==> src/rtl/fcap_pkg.sv <==
package fcap_pkg;
  localparam logic [7:0] OP_START = 8'h08;
  localparam logic [7:0] OP_STOP  = 8'h0A;
  localparam logic [7:0] OP_RDATA = 8'h12;
  localparam logic [7:0] OP_FILL  = 8'h00;
  localparam int STATUS_BYTES = 3;

  typedef struct packed {
    logic frameStart;  // frame begins: sample mask and width
    logic capStb;      // store one data byte
    logic emitStart;   // all bytes stored, start emission
  } ctrlStb_t;

  typedef enum logic [2:0] {
    S_IDLE, S_LISTEN, S_WAIT, S_SEND, S_READ, S_EMIT
  } ctrlState_t;
endpackage

==> src/rtl/fcap_ctrl.sv <==
module fcap_ctrl
  import fcap_pkg::*;
#(
  parameter int NUM_CH = 8,
  parameter int CH_W = 3,
  parameter int TIMEOUT_CYCLES = 300000
) (
  input  logic            clk,
  input  logic            rstN,
  input  logic            streamEn,
  input  logic            shotReq,
  input  logic            rateFast,
  input  logic            drdyFall,
  input  logic            emitDone,
  input  logic            spiAck,
  output logic            spiReq,
  output logic [7:0]      spiTx,
  output logic            timeoutErr,
  output logic            overrunErr,
  output ctrlStb_t        stb,
  output logic [CH_W-1:0] capChan,
  output logic [1:0]      capPos,
  output logic            narrowSel
);
  localparam int TW = $clog2(TIMEOUT_CYCLES + 1);

  ctrlState_t state, retState;
  logic [7:0]      cmdQ;
  logic            oneShotQ, frameBusy, fastQ;
  logic [1:0]      statLeft, posQ;
  logic [CH_W-1:0] chanQ;
  logic [TW-1:0]   tmr;
  logic            lastPos, lastChan;

  assign lastPos  = fastQ ? (posQ == 2'd1) : (posQ == 2'd2);
  assign lastChan = (chanQ == CH_W'(NUM_CH - 1));

  assign spiReq = (state == S_SEND) || (state == S_READ);
  assign spiTx  = (state == S_SEND) ? cmdQ : OP_FILL;

  always_comb begin
    stb.frameStart = drdyFall && ((state == S_LISTEN && streamEn) || state == S_WAIT);
    stb.capStb     = (state == S_READ) && spiAck && (statLeft == 2'd0);
    stb.emitStart  = stb.capStb && lastPos && lastChan;
  end

  assign capChan   = chanQ;
  assign capPos    = posQ;
  assign narrowSel = fastQ;

  always_ff @(posedge clk) begin
    if (!rstN) begin
      state      <= S_IDLE;
      retState   <= S_IDLE;
      cmdQ       <= OP_FILL;
      oneShotQ   <= 1'b0;
      frameBusy  <= 1'b0;
      fastQ      <= 1'b0;
      statLeft   <= 2'd0;
      posQ       <= 2'd0;
      chanQ      <= '0;
      tmr        <= '0;
      timeoutErr <= 1'b0;
      overrunErr <= 1'b0;
    end else begin
      timeoutErr <= 1'b0;
      overrunErr <= drdyFall && frameBusy;
      if (stb.frameStart) begin
        frameBusy <= 1'b1;
        fastQ     <= rateFast;
        statLeft  <= 2'(STATUS_BYTES);
        chanQ     <= '0;
        posQ      <= 2'd0;
        cmdQ      <= OP_RDATA;
        retState  <= S_READ;
        state     <= S_SEND;
      end else begin
        unique case (state)
          S_IDLE: begin
            if (streamEn) begin
              cmdQ <= OP_START; retState <= S_LISTEN; oneShotQ <= 1'b0; state <= S_SEND;
            end else if (shotReq) begin
              cmdQ <= OP_START; retState <= S_WAIT; oneShotQ <= 1'b1; tmr <= '0; state <= S_SEND;
            end
          end
          S_LISTEN: begin
            if (!streamEn) begin
              cmdQ <= OP_STOP; retState <= S_IDLE; state <= S_SEND;
            end
          end
          S_WAIT: begin
            if (tmr == TW'(TIMEOUT_CYCLES - 1)) begin
              timeoutErr <= 1'b1;
              cmdQ <= OP_STOP; retState <= S_IDLE; state <= S_SEND;
            end else begin
              tmr <= tmr + 1'b1;
            end
          end
          S_SEND: if (spiAck) state <= retState;
          S_READ: begin
            if (spiAck) begin
              if (statLeft != 2'd0) begin
                statLeft <= statLeft - 1'b1;
              end else if (lastPos) begin
                posQ <= 2'd0;
                if (lastChan) state <= S_EMIT;
                else chanQ <= chanQ + 1'b1;
              end else begin
                posQ <= posQ + 1'b1;
              end
            end
          end
          S_EMIT: begin
            if (emitDone) begin
              frameBusy <= 1'b0;
              if (oneShotQ) begin
                cmdQ <= OP_STOP; retState <= S_IDLE; state <= S_SEND;
              end else begin
                state <= S_LISTEN;
              end
            end
          end
          default: state <= S_IDLE;
        endcase
      end
    end
  end


  req_hold_chk: assert property (@(posedge clk) disable iff (!rstN)
    spiReq && !spiAck |=> spiReq && $stable(spiTx));

  tmo_stop_chk: assert property (@(posedge clk) disable iff (!rstN)
    timeoutErr |-> spiReq && spiTx == OP_STOP);

  overrun_busy_chk: assert property (@(posedge clk) disable iff (!rstN)
    overrunErr |-> $past(state != S_LISTEN && state != S_WAIT && state != S_IDLE));
endmodule

==> src/rtl/fcap_datapath.sv <==
module fcap_datapath
  import fcap_pkg::*;
#(
  parameter int NUM_CH = 8,
  parameter int CH_W = 3
) (
  input  logic              clk,
  input  logic              rstN,
  input  logic              drdyN,
  input  logic [NUM_CH-1:0] chanMask,
  input  ctrlStb_t          stb,
  input  logic [CH_W-1:0]   capChan,
  input  logic [1:0]        capPos,
  input  logic              narrowSel,
  input  logic [7:0]        capByte,
  input  logic              outReady,
  output logic              drdyFall,
  output logic              emitDone,
  output logic              outValid,
  output logic [31:0]       outData,
  output logic              outLast
);
  localparam int SLOTS = 1 << CH_W;
  localparam int PW = CH_W + 1;

  logic [2:0]       drdySh;
  logic [SLOTS-1:0] maskQ;
  logic [23:0]      samp [SLOTS];
  logic             emitting;
  logic [PW-1:0]    ptr;
  logic [CH_W-1:0]  chIdx;
  logic             inRange;

  // two synchroniser flops, third flop for the edge
  always_ff @(posedge clk) begin
    if (!rstN) drdySh <= 3'b111;
    else       drdySh <= {drdySh[1:0], drdyN};
  end
  assign drdyFall = drdySh[2] && !drdySh[1];

  always_ff @(posedge clk) begin
    if (!rstN) begin
      maskQ <= '0;
      for (int i = 0; i < SLOTS; i++) samp[i] <= '0;
    end else begin
      if (stb.frameStart) maskQ <= SLOTS'(chanMask);
      if (stb.capStb) begin
        if (narrowSel) begin
          if (capPos == 2'd0) samp[capChan][23:8] <= {{8{capByte[7]}}, capByte};
          else                samp[capChan][7:0]  <= capByte;
        end else begin
          unique case (capPos)
            2'd0:    samp[capChan][23:16] <= capByte;
            2'd1:    samp[capChan][15:8]  <= capByte;
            default: samp[capChan][7:0]   <= capByte;
          endcase
        end
      end
    end
  end

  assign chIdx    = ptr[CH_W-1:0];
  assign inRange  = ptr < PW'(NUM_CH);
  assign outValid = emitting && inRange && maskQ[chIdx];
  assign emitDone = emitting && !inRange;
  assign outData  = {samp[chIdx], 8'h00};

  always_comb begin
    outLast = outValid;
    for (int i = 0; i < SLOTS; i++)
      if (i > int'(chIdx) && maskQ[i]) outLast = 1'b0;
  end

  always_ff @(posedge clk) begin
    if (!rstN) begin
      emitting <= 1'b0;
      ptr      <= '0;
    end else if (stb.emitStart) begin
      emitting <= 1'b1;
      ptr      <= '0;
    end else if (emitting) begin
      if (!inRange)                          emitting <= 1'b0;
      else if (!maskQ[chIdx] || outReady)    ptr <= ptr + 1'b1;
    end
  end


  stall_hold_chk: assert property (@(posedge clk) disable iff (!rstN)
    outValid && !outReady |=> outValid && $stable(outData) && $stable(outLast));

  last_end_chk: assert property (@(posedge clk) disable iff (!rstN)
    outValid && outReady && outLast |=> !outValid);

  last_valid_chk: assert property (@(posedge clk) disable iff (!rstN)
    outLast |-> outValid);
endmodule

==> src/rtl/frame_capture_unpacker.sv <==
module frame_capture_unpacker
  import fcap_pkg::*;
#(
  parameter int NUM_CH = 8,
  parameter int TIMEOUT_CYCLES = 300000
) (
  input  logic              clk,
  input  logic              rstN,
  input  logic              streamEn,
  input  logic              shotReq,
  input  logic              rateFast,
  input  logic [NUM_CH-1:0] chanMask,
  input  logic              drdyN,
  output logic              spiReq,
  output logic [7:0]        spiTx,
  input  logic              spiAck,
  input  logic [7:0]        spiRx,
  output logic              outValid,
  input  logic              outReady,
  output logic [31:0]       outData,
  output logic              outLast,
  output logic              timeoutErr,
  output logic              overrunErr
);
  localparam int CH_W = (NUM_CH > 1) ? $clog2(NUM_CH) : 1;

  ctrlStb_t        stb;
  logic            drdyFall, emitDone, narrowSel;
  logic [CH_W-1:0] capChan;
  logic [1:0]      capPos;

  fcap_ctrl #(.NUM_CH(NUM_CH), .CH_W(CH_W), .TIMEOUT_CYCLES(TIMEOUT_CYCLES)) u_ctrl (
    .clk, .rstN, .streamEn, .shotReq, .rateFast, .drdyFall, .emitDone, .spiAck,
    .spiReq, .spiTx, .timeoutErr, .overrunErr, .stb, .capChan, .capPos, .narrowSel
  );

  fcap_datapath #(.NUM_CH(NUM_CH), .CH_W(CH_W)) u_dp (
    .clk, .rstN, .drdyN, .chanMask, .stb, .capChan, .capPos, .narrowSel,
    .capByte(spiRx), .outReady, .drdyFall, .emitDone, .outValid, .outData, .outLast
  );
endmodule

==> config.mk <==
export PLATFORM = sky130hd
export DESIGN_NAME = frame_capture_unpacker
export DESIGN_NICKNAME = d
export VERILOG_FILES = /design/src/rtl/fcap_pkg.sv /design/src/rtl/fcap_ctrl.sv /design/src/rtl/fcap_datapath.sv /design/src/rtl/frame_capture_unpacker.sv
export SDC_FILE = /design/constraint.sdc
export NUM_CORES = 1
export LEC_CHECK = 0
export BUFFER_PORTS_ARGS = -buffer_cell sky130_fd_sc_hd__buf_2
export CORE_AREA = 2 2 157 159
export DETAILED_ROUTE_END_ITERATION = 8
export DIE_AREA = 0 0 159 161
export MAX_ROUTING_LAYER = met4
export PLACE_DENSITY = 0.68
export SLEW_MARGIN = 20
export SYNTH_ARGS = -nofsm -noshare
export SYNTH_HDL_FRONTEND = slang
export SYNTH_SLANG_ARGS = --single-unit
==> constraint.sdc <==
create_clock -name clk -period 5.8 [get_ports clk]
set_input_delay 1.45 -clock clk [delete_from_list [all_inputs] [get_ports clk]]
set_output_delay 1.45 -clock clk [all_outputs]
set_load 0.01 [all_outputs]
Word level (Yosys, flattened, before mapping)
Memory sizes are Yosys's and may differ from the RTL's. A register that Yosys moved wholly into a read port is not among the register bits.
Cells that the tools add are included.
- add/subtract/negate cells: 5
- bitwise operators: 8
- reductions and logical operators: 53
- magnitude comparators: 9
- equal/unequal tests: 32
- multiplexer cells: 91
- operators with widths (kind ; number):
    $mux W8 ; 10
    $mux W3 ; 21
    $mux W19 ; 3
    $mux W1 ; 43
    $pmux W19 S2 ; 1
    $pmux W8 S4 ; 1
    $mux W24 ; 1
    $reduce_or A24 Y1 ; 1
    $ne A3 B3 Y1 const B ; 7
    $add A19 B1 Y19 const B ; 1
    $eq A19 B19 Y1 const B ; 1
    $logic_and A1 B1 Y1 ; 18
    $ne A2 B2 Y1 const B ; 9
    $pmux W3 S6 ; 1
    $reduce_and A9 Y1 ; 2
    $reduce_bool A2 Y1 ; 8
    $mux W2 ; 7
    $gt A3 B3 Y1 const A ; 4
    $pmux W3 S4 ; 1
    $reduce_and A3 Y1 ; 4
    $reduce_and A6 Y1 ; 2
    $reduce_and A5 Y1 ; 2
    $eq A3 B3 Y1 const B ; 3
    $ne A3 B2 Y1 const B ; 3
    other kinds (27) ; 44
- register bits after elaboration: 61
- logic and storage cells: 218
- memories: 1
- bits in writable memories: 192
- output and inout bits: 45
- memories (name ; depth ; width ; read ports ; clocked after memory_dff ; wr ports ; RTL line ; source):
    u_dp.samp ; 8 ; 24 ; 1 ; 1 ; 8 ; fcap_datapath.sv:28 ; logic [23:0] samp [SLOTS];

Logic depth before layout (Yosys ltp)
Gate-level depths: netlist of run 1.
- word-level depth: 10
- gate-level depth with buffers: 8

Cells and area by module
Synthesis of run 1 repeated with hierarchy kept, for this count alone.
- cell total of the unflattened synthesis: 944
- area, all modules: 11946.5 um2
- by module, submodules not included (module ; cells each ; instances ; area an instance (um2) ; sequential area each (um2)):
    fcap_datapath ; 676 ; 1 ; 9748.1 ; 6145.9
    fcap_ctrl ; 268 ; 1 ; 2198.4 ; 780.7

Worst setup path before layout of run 1
No wires, ideal clock.
- kind: input port to flip-flop
- from: input spiAck
- to: memory u_dp.samp[1][0], enable pin
- data required time: 5.426 ns
- setup slack: 2.394 ns
- setup time: 0.374 ns
- stages on the path: 6
- data arrival time: 3.032 ns
- cell sequence: and4bb_2 > nand3_2 > or3_4 > buf_6 > buf_4 > o21ai_1
- RTL lines (what ; RTL line ; source):
    from (decl) ; frame_capture_unpacker.sv:16 ; input logic spiAck,
    to (decl) ; fcap_datapath.sv:28 ;

==> results.py, run 1 <==
metrics = {
    "synth": {
        "yosys_warnings": 0,
        "ys_seq_area_share_pct": 58.8,
        "synth.avg_cell_area_um2": 12.9,
        "synth_seq_cells": 250,
        "yosys_most_used_dff": "edfxtp_1",
        "synth_cell_types": 69,
        "synth_edf_count": 192,
        "synthArstFlopShare_pct": 0,
        "synthesis.area_mm2": 0.0118,
        "syn-instance-count": 916,
    },
    "detailed_routing": {
        "drc": 0,
        "via_per_inst": 5.58,
        "drt-initial-drc-count": 558,
        "antenna_left": 0,
        "vias": 7232,
        "drtPass1Iterations": 4,
        "wire_per_inst_um": 19.5,
        "routed_wl_mm": 25.2,
    },
    "clock_tree": {
        "cts_sinks": 250,
        "h-tree-depth": 1,
        "cts_hold_buf": 0,
        "cts_root_buf": "clkbuf_16",
        "cts_tree": "yes",
        "cts_resized": 0,
        "cts_buffers": 27,
        "path_clk_slew_ns": 0.06,
        "ctsLongestPathBuffers": 3,
        "insertion_delay_ns": 0.54,
        "post_cts_buffers": 0,
    },
    "die": {
        "rows": 57,
        "core-area_mm2": 0.0240,
        "die_area_mm2": 0.0256,
        "io_pins": 69,
        "die_w_um": 159,
        "die_h_um": 161,
        "start_util_pct": 49.1,
    },
    "setup_path": {
        "slowest_stage": "dfxtp_2",
        "reg2reg_from": "u_ctrl.state[2]",
        "cp-start-kind": "flop",
        "critical_path_required_ns": 4.35,
        "cpLargestDelayFamily": "flip-flops",
        "cp_cell_sequence": "buf_4, mux4_2, mux2_2, buf_2",
        "max_stage_delay_ns": 0.89,
        "worstPathArrival_ns": 2.71,
        "cp_max_fo": 29,
        "r2r_slack_ns": 2.86,
        "reg2reg_depth": 6,
        "end_kind": "output pin",
        "crit_buf_inv": 2,
        "criticalPathCategory": "reg -> out",
        "worstReg2RegEnd": "u_dp.samp[0][8]",
    },
    "placed_design": {
        "dp_slack_ns": 1.96,
        "place_congestion": 0.795,
        "port_buffers": 55,
        "hpwlAfterDp_mm": 16.4,
    },
    "cells_and_area": {
        "fin_util_pct": 54.6,
        "nets": 986,
        "n_fill_cell": 2013,
        "layout_commonest_cell": "edfxtp_1",
        "drive_gt1_share_pct": 21.6,
        "area_growth_pct": 11.0,
        "diodes": 0,
        "final_cell_mix": "192 x edfxtp_1, 116 x and2_1, 109 x nor2_1, 56 x dfxtp_1, 55 x buf_2",
    },
    "timing": {
        "setup_ws_ns": 1.64,
        "setup_viol": 0,
        "final_hold_viol_count": 0,
        "timing.setup.tns_ns": 0,
        "slew_headroom_pct": 33.3,
        "fin_worst_skew_ns": 0.0107,
        "min_period_over_period_pct": 71.8,
        "slew_violations": 0,
        "rsz0062_at_grt": "no",
        "period_needed_ns": 4.16,
        "worst_pin_slew_ns": 1.00,
        "clock.fmax_ghz": 0.240,
    },
    "worst_hold_path": {
        "whs_endpoint": "u_dp.drdySh[1]",
        "whs_path_depth": 1,
        "hold_path.startpoint": "u_dp.drdySh[0]",
        "holdCritPathClass": "reg -> reg",
    },
    "pwr": {
        "ir_drop_mv": 0.296,
        "pwr-share-clk_pct": 42.7,
        "netSwitchingFraction_pct": 21.9,
        "power.internal_mw": 3.07,
        "p_comb_share_pct": 5.5,
        "leakage_nw": 4.50,
        "seq_power_share_pct": 51.8,
        "p_per_area_mw_per_mm2": 301,
        "switching_power_mw": 0.860,
    },
    "global_route": {
        "grt.overflow.total": 0,
        "grt_max_degree": 49,
        "antenna_found_initial": 0,
        "grt_pass1_vias": 7087,
        "grtUsageTotal_pct": 20.6,
        "grt_pass1_wl_mm": 40.1,
    },
    "outcome": {
        "outcome": "completed",
    },
    "job": {
        "maxCapViolations": 0,
    },
}
## cell usage after synthesis (3+ instances only)
library cell,n,share of area [%]
nand2_1,41,1.3
nor2b_1,7,0.37
nand3_1,13,0.55
nor2_2,5,0.27
o21ai_0,5,0.21
mux4_2,50,9.6
o31ai_1,10,0.64
clkbuf_1,37,1.2
nor2_1,109,3.5
inv_1,16,0.51
nor4b_1,3,0.22
and2_1,116,6.2
a21oi_1,30,1.3
buf_6,3,0.29
a31oi_1,3,0.16
mux2_2,25,2.4
edfxtp_1,192,49
nor3_1,10,0.43
mux2i_1,14,1.2
or3_1,10,0.53
nor3_2,8,0.68
o21ai_1,22,0.94
buf_4,17,1.1
o211ai_1,4,0.26
and3_1,4,0.21
nand4_1,7,0.37
a21oi_2,8,0.60
nand2b_1,10,0.53
nand3b_1,6,0.38
ha_1,10,1.1
dfxtp_1,58,9.9
buf_1,7,0.22
xnor2_1,3,0.22
or4_1,11,0.70
## routing by layer
| metal | up-vias | track usage [%] | share of wire, % |
|---|---|---|---|
| met4 | 0 | 4.96 | 1.9 |
| met3 | 34 | 2.65 | 4.9 |
| met2 | 202 | 33.6 | 49 |
| met1 | 3572 | 28.0 | 45 |
| met5 | - | - | 0 |
| li1 | 3424 | - | - |
## cell families after synthesis
logic type | count (synthesis) | synth area share, %
AND/OR/NAND/NOR | 375 | 17.5
flip-flops | 250 | 58.8
AO/OA/AOI/OAI | 102 | 5.65
multiplexers | 89 | 13.1
buffers and inverters | 85 | 3.46
adder cells (fa/ha/maj) | 10 | 1.06
XOR/XNOR | 4 | 0.298
other | 1 | 0.0319
## area by class of cell
type	count	area, um2	share of cell area (%)
sequential	250	6930	53.0
multi-input combinational	593	4480	34.3
clock buffer	35	716	5.47
tap	324	405	3.10
timing repair buffer	61	320	2.45
clock inverter	13	145	1.11
inverter	19	71.3	0.546
## sequential cells by signal, summed over array words and instances (netlist names), named ones only
signal and flops:
u_ctrl.timeoutErr 1, u_ctrl.oneShotQ 1, u_dp.emitting 1, u_ctrl.state 3, u_ctrl.frameBusy 1, u_ctrl.overrunErr 1
u_dp.ptr 4, u_ctrl.cmdQ 3, u_ctrl.capChan 3, u_ctrl.statLeft 2, u_ctrl.tmr 19, u_ctrl.capPos 2
u_dp.drdySh 3, u_dp.maskQ 8, u_dp.samp 192, u_ctrl.narrowSel 1, u_ctrl.retState 2
## worst max path at each step
stage	endpoint	slack, ns	depth (start not counted)
detailed placement	u_dp.samp[4][5]	1.96	5
finish	outData[23]	1.64	4
CTS	outData[24]	1.57	3
global placement	u_dp.samp[0][6]	2.02	6
floorplan	u_dp.samp[1][0]	2.39	6
global route	outData[24]	1.50	3
## power by group through the flow
stage	Combinational (mW)	Clock [mW]	Sequential, mW
5_1_grt	0.237	1.78	2.04
3_3_place_gp	0.212	0	2.07
6_report	0.215	1.68	2.04
4_1_cts	0.217	1.71	2.04
3_5_place_dp	0.216	0	2.07
2_1_floorplan	0.171	0	2.05
## through the flow
step,total power [mW],instances,instance area [um2],hold slack (ns)
2_1_floorplan,2.22,928,11800,0.386
3_3_place_gp,2.28,1247,12200,0.391
3_5_place_dp,2.29,1247,12200,0.415
4_1_cts,3.97,1295,13100,0.430
5_1_grt,4.06,1295,13100,0.439
6_report,3.93,1295,13100,0.429
Power figures use the tool's default switching activity.
==> run 2: changes to the inputs <==
- clock period: 5.8 -> 4.35 ns (I/O delays scaled with it)
==> run 2 against run 1 <==
Net effect:
- cell count rose by 0.23%
- sequential power rose by 33%
- final area rose by 0.26%
- non-clock buffer count rose by 4
- clock-buffer cell count fell by 1
- core utilization rose by 0.14 points
- power rose by 33%
- clock skew fell by 0.0036 ns
- first-iteration DRC count fell by 15%
- critical path depth did not move
==> results.py, run 2 (same netlist as run 1, synthesis figures left out) <==
metrics = {
    "die": {
        "start_util_pct": 49.1,
        "die_area_mm2": 0.0256,
        "core-area_mm2": 0.0240,
        "rows": 57,
        "io_pins": 69,
        "die_h_um": 161,
        "die_w_um": 159,
    },
    "global_route": {
        "grtUsageTotal_pct": 20.4,
        "grt.overflow.total": 0,
        "antenna_found_initial": 0,
        "grt_max_degree": 38,
        "grt_pass1_vias": 7236,
        "grt_pass1_wl_mm": 40.1,
    },
    "timing": {
        "min_period_over_period_pct": 83.0,
        "setup_viol": 0,
        "timing.setup.tns_ns": 0,
        "fin_worst_skew_ns": 0.00707,
        "period_needed_ns": 3.61,
        "hold_ws_ns": 0.417,
        "clock.fmax_ghz": 0.277,
        "slew_violations": 0,
        "final_hold_viol_count": 0,
        "slew_headroom_pct": 44.1,
        "worst_pin_slew_ns": 0.833,
        "rsz0062_at_grt": "no",
    },
    "clock_tree": {
        "cts_resized": 0,
        "cts_root_buf": "clkbuf_16",
        "insertion_delay_ns": 0.53,
        "cts_sinks": 250,
        "cts_hold_buf": 0,
        "ctsLongestPathBuffers": 3,
        "cts_buffers": 26,
        "path_clk_slew_ns": 0.06,
        "h-tree-depth": 1,
        "post_cts_buffers": 0,
        "cts_tree": "yes",
    },
    "outcome": {
        "outcome": "completed",
    },
    "placed_design": {
        "port_buffers": 55,
        "place_congestion": 0.823,
        "hpwlAfterDp_mm": 16.7,
    },
    "setup_path": {
        "worstPathArrival_ns": 2.52,
        "cp_cell_sequence": "buf_12, mux4_2, mux2_2, buf_2",
        "worstReg2RegEnd": "u_dp.samp[5][1]",
        "cp_max_fo": 26,
        "reg2reg_depth": 4,
        "endpoint": "outData[18]",
        "r2r_slack_ns": 1.48,
        "end_kind": "output pin",
        "max_stage_delay_ns": 0.70,
        "slowest_stage": "dfxtp_4",
        "cp-start-kind": "flop",
        "critical_path_required_ns": 3.26,
        "reg2reg_from": "u_ctrl.state[2]",
        "criticalPathCategory": "reg -> out",
    },
    "cells_and_area": {
        "regMostFlops": "u_dp.samp",
        "n_fill_cell": 1994,
        "layout_commonest_cell": "edfxtp_1",
        "area_growth_pct": 11.3,
        "drive_gt1_share_pct": 22.0,
        "final_cell_mix": "192 x edfxtp_1, 116 x and2_1, 109 x nor2_1, 56 x dfxtp_1, 55 x buf_2",
        "nets": 989,
        "top_regs": "u_dp.samp (192), u_ctrl.tmr (19), u_dp.maskQ (8)",
        "largest_register_ff_count": 192,
        "diodes": 0,
    },
    "detailed_routing": {
        "wire_per_inst_um": 19.2,
        "drc": 0,
        "drtPass1Iterations": 4,
        "wl_met3_mm": 1.44,
        "maxUsedRoutingLayer": "met4",
        "met1_length_mm": 11.3,
        "via_per_inst": 5.52,
        "routed_wl_mm": 24.9,
        "antenna_left": 0,
        "met2_length_mm": 11.5,
        "drt-initial-drc-count": 477,
        "vias": 7164,
    },
    "job": {
        "maxCapViolations": 0,
    },
    "pwr": {
        "p_per_area_mw_per_mm2": 399,
        "ir_drop_mv": 0.297,
        "leakage_nw": 4.52,
    },
    "worst_hold_path": {
        "holdCritPathClass": "reg -> reg",
        "whs_path_depth": 1,
    },
}
[run 2: stage by stage]
stage | total power [mW] | std cells | instance area [um2] | utilization (%) | setup slack [ns]
after floorplan | 2.96 | 928 | 11800 | - | 1.31
after global placement | 3.05 | 1251 | 12300 | 51.1 | 1.09
after detailed placement | 3.06 | 1251 | 12300 | 51.1 | 1.05
after CTS | 5.26 | 1298 | 13100 | 54.7 | 0.655
after global routing | 5.39 | 1298 | 13100 | 54.7 | 0.571
final | 5.22 | 1298 | 13100 | 54.7 | 0.738
[run 2: cell type report]
cell class / instances / area (um2) / area share (%)
Inverter: 19 / 71.3 / 0.544
Timing Repair Buffer: 65 / 363 / 2.77
Clock buffer: 34 / 712 / 5.43
Sequential cell: 250 / 6930 / 52.9
Multi-Input combinational cell: 593 / 4480 / 34.2
Tap cell: 324 / 405 / 3.09
Clock inverter: 13 / 140 / 1.07
[run 2: per-layer routing]
metal  vias up  global-route usage [%]
met4         0                    5.83
met5         -                       -
met2       196                    31.3
met3        46                    2.95
li1       3428                       -
met1      3494                    28.8
[run 2: critical path: cells and delay by family (launching register included)]
family | cells | cell delay (ns)
flops | 1 | 0.70
buf+inv | 2 | 0.43
mux | 2 | 0.85
[run 2: worst min path at each step]
| stage | start | to | slack [ns] |
|---|---|---|---|
| 5_1_grt | u_dp.drdySh[0] | u_dp.drdySh[1] | 0.46 |
| 4_1_cts | u_dp.drdySh[0] | u_dp.drdySh[1] | 0.42 |
| 2_1_floorplan | u_dp.drdySh[0] | u_dp.drdySh[1] | 0.39 |
| 3_5_place_dp | u_dp.drdySh[0] | u_dp.drdySh[1] | 0.40 |
| 6_report | u_dp.drdySh[0] | u_dp.drdySh[1] | 0.42 |
| 3_3_place_gp | u_dp.drdySh[0] | u_dp.drdySh[1] | 0.39 |
[run 2: where the power goes]
part	switching (mW)	internal, mW	total (mW)
logic	0.187	0.102	0.288
registers	0.0548	2.66	2.72
clock network	0.894	1.32	2.22
total	1.14	4.09	5.22
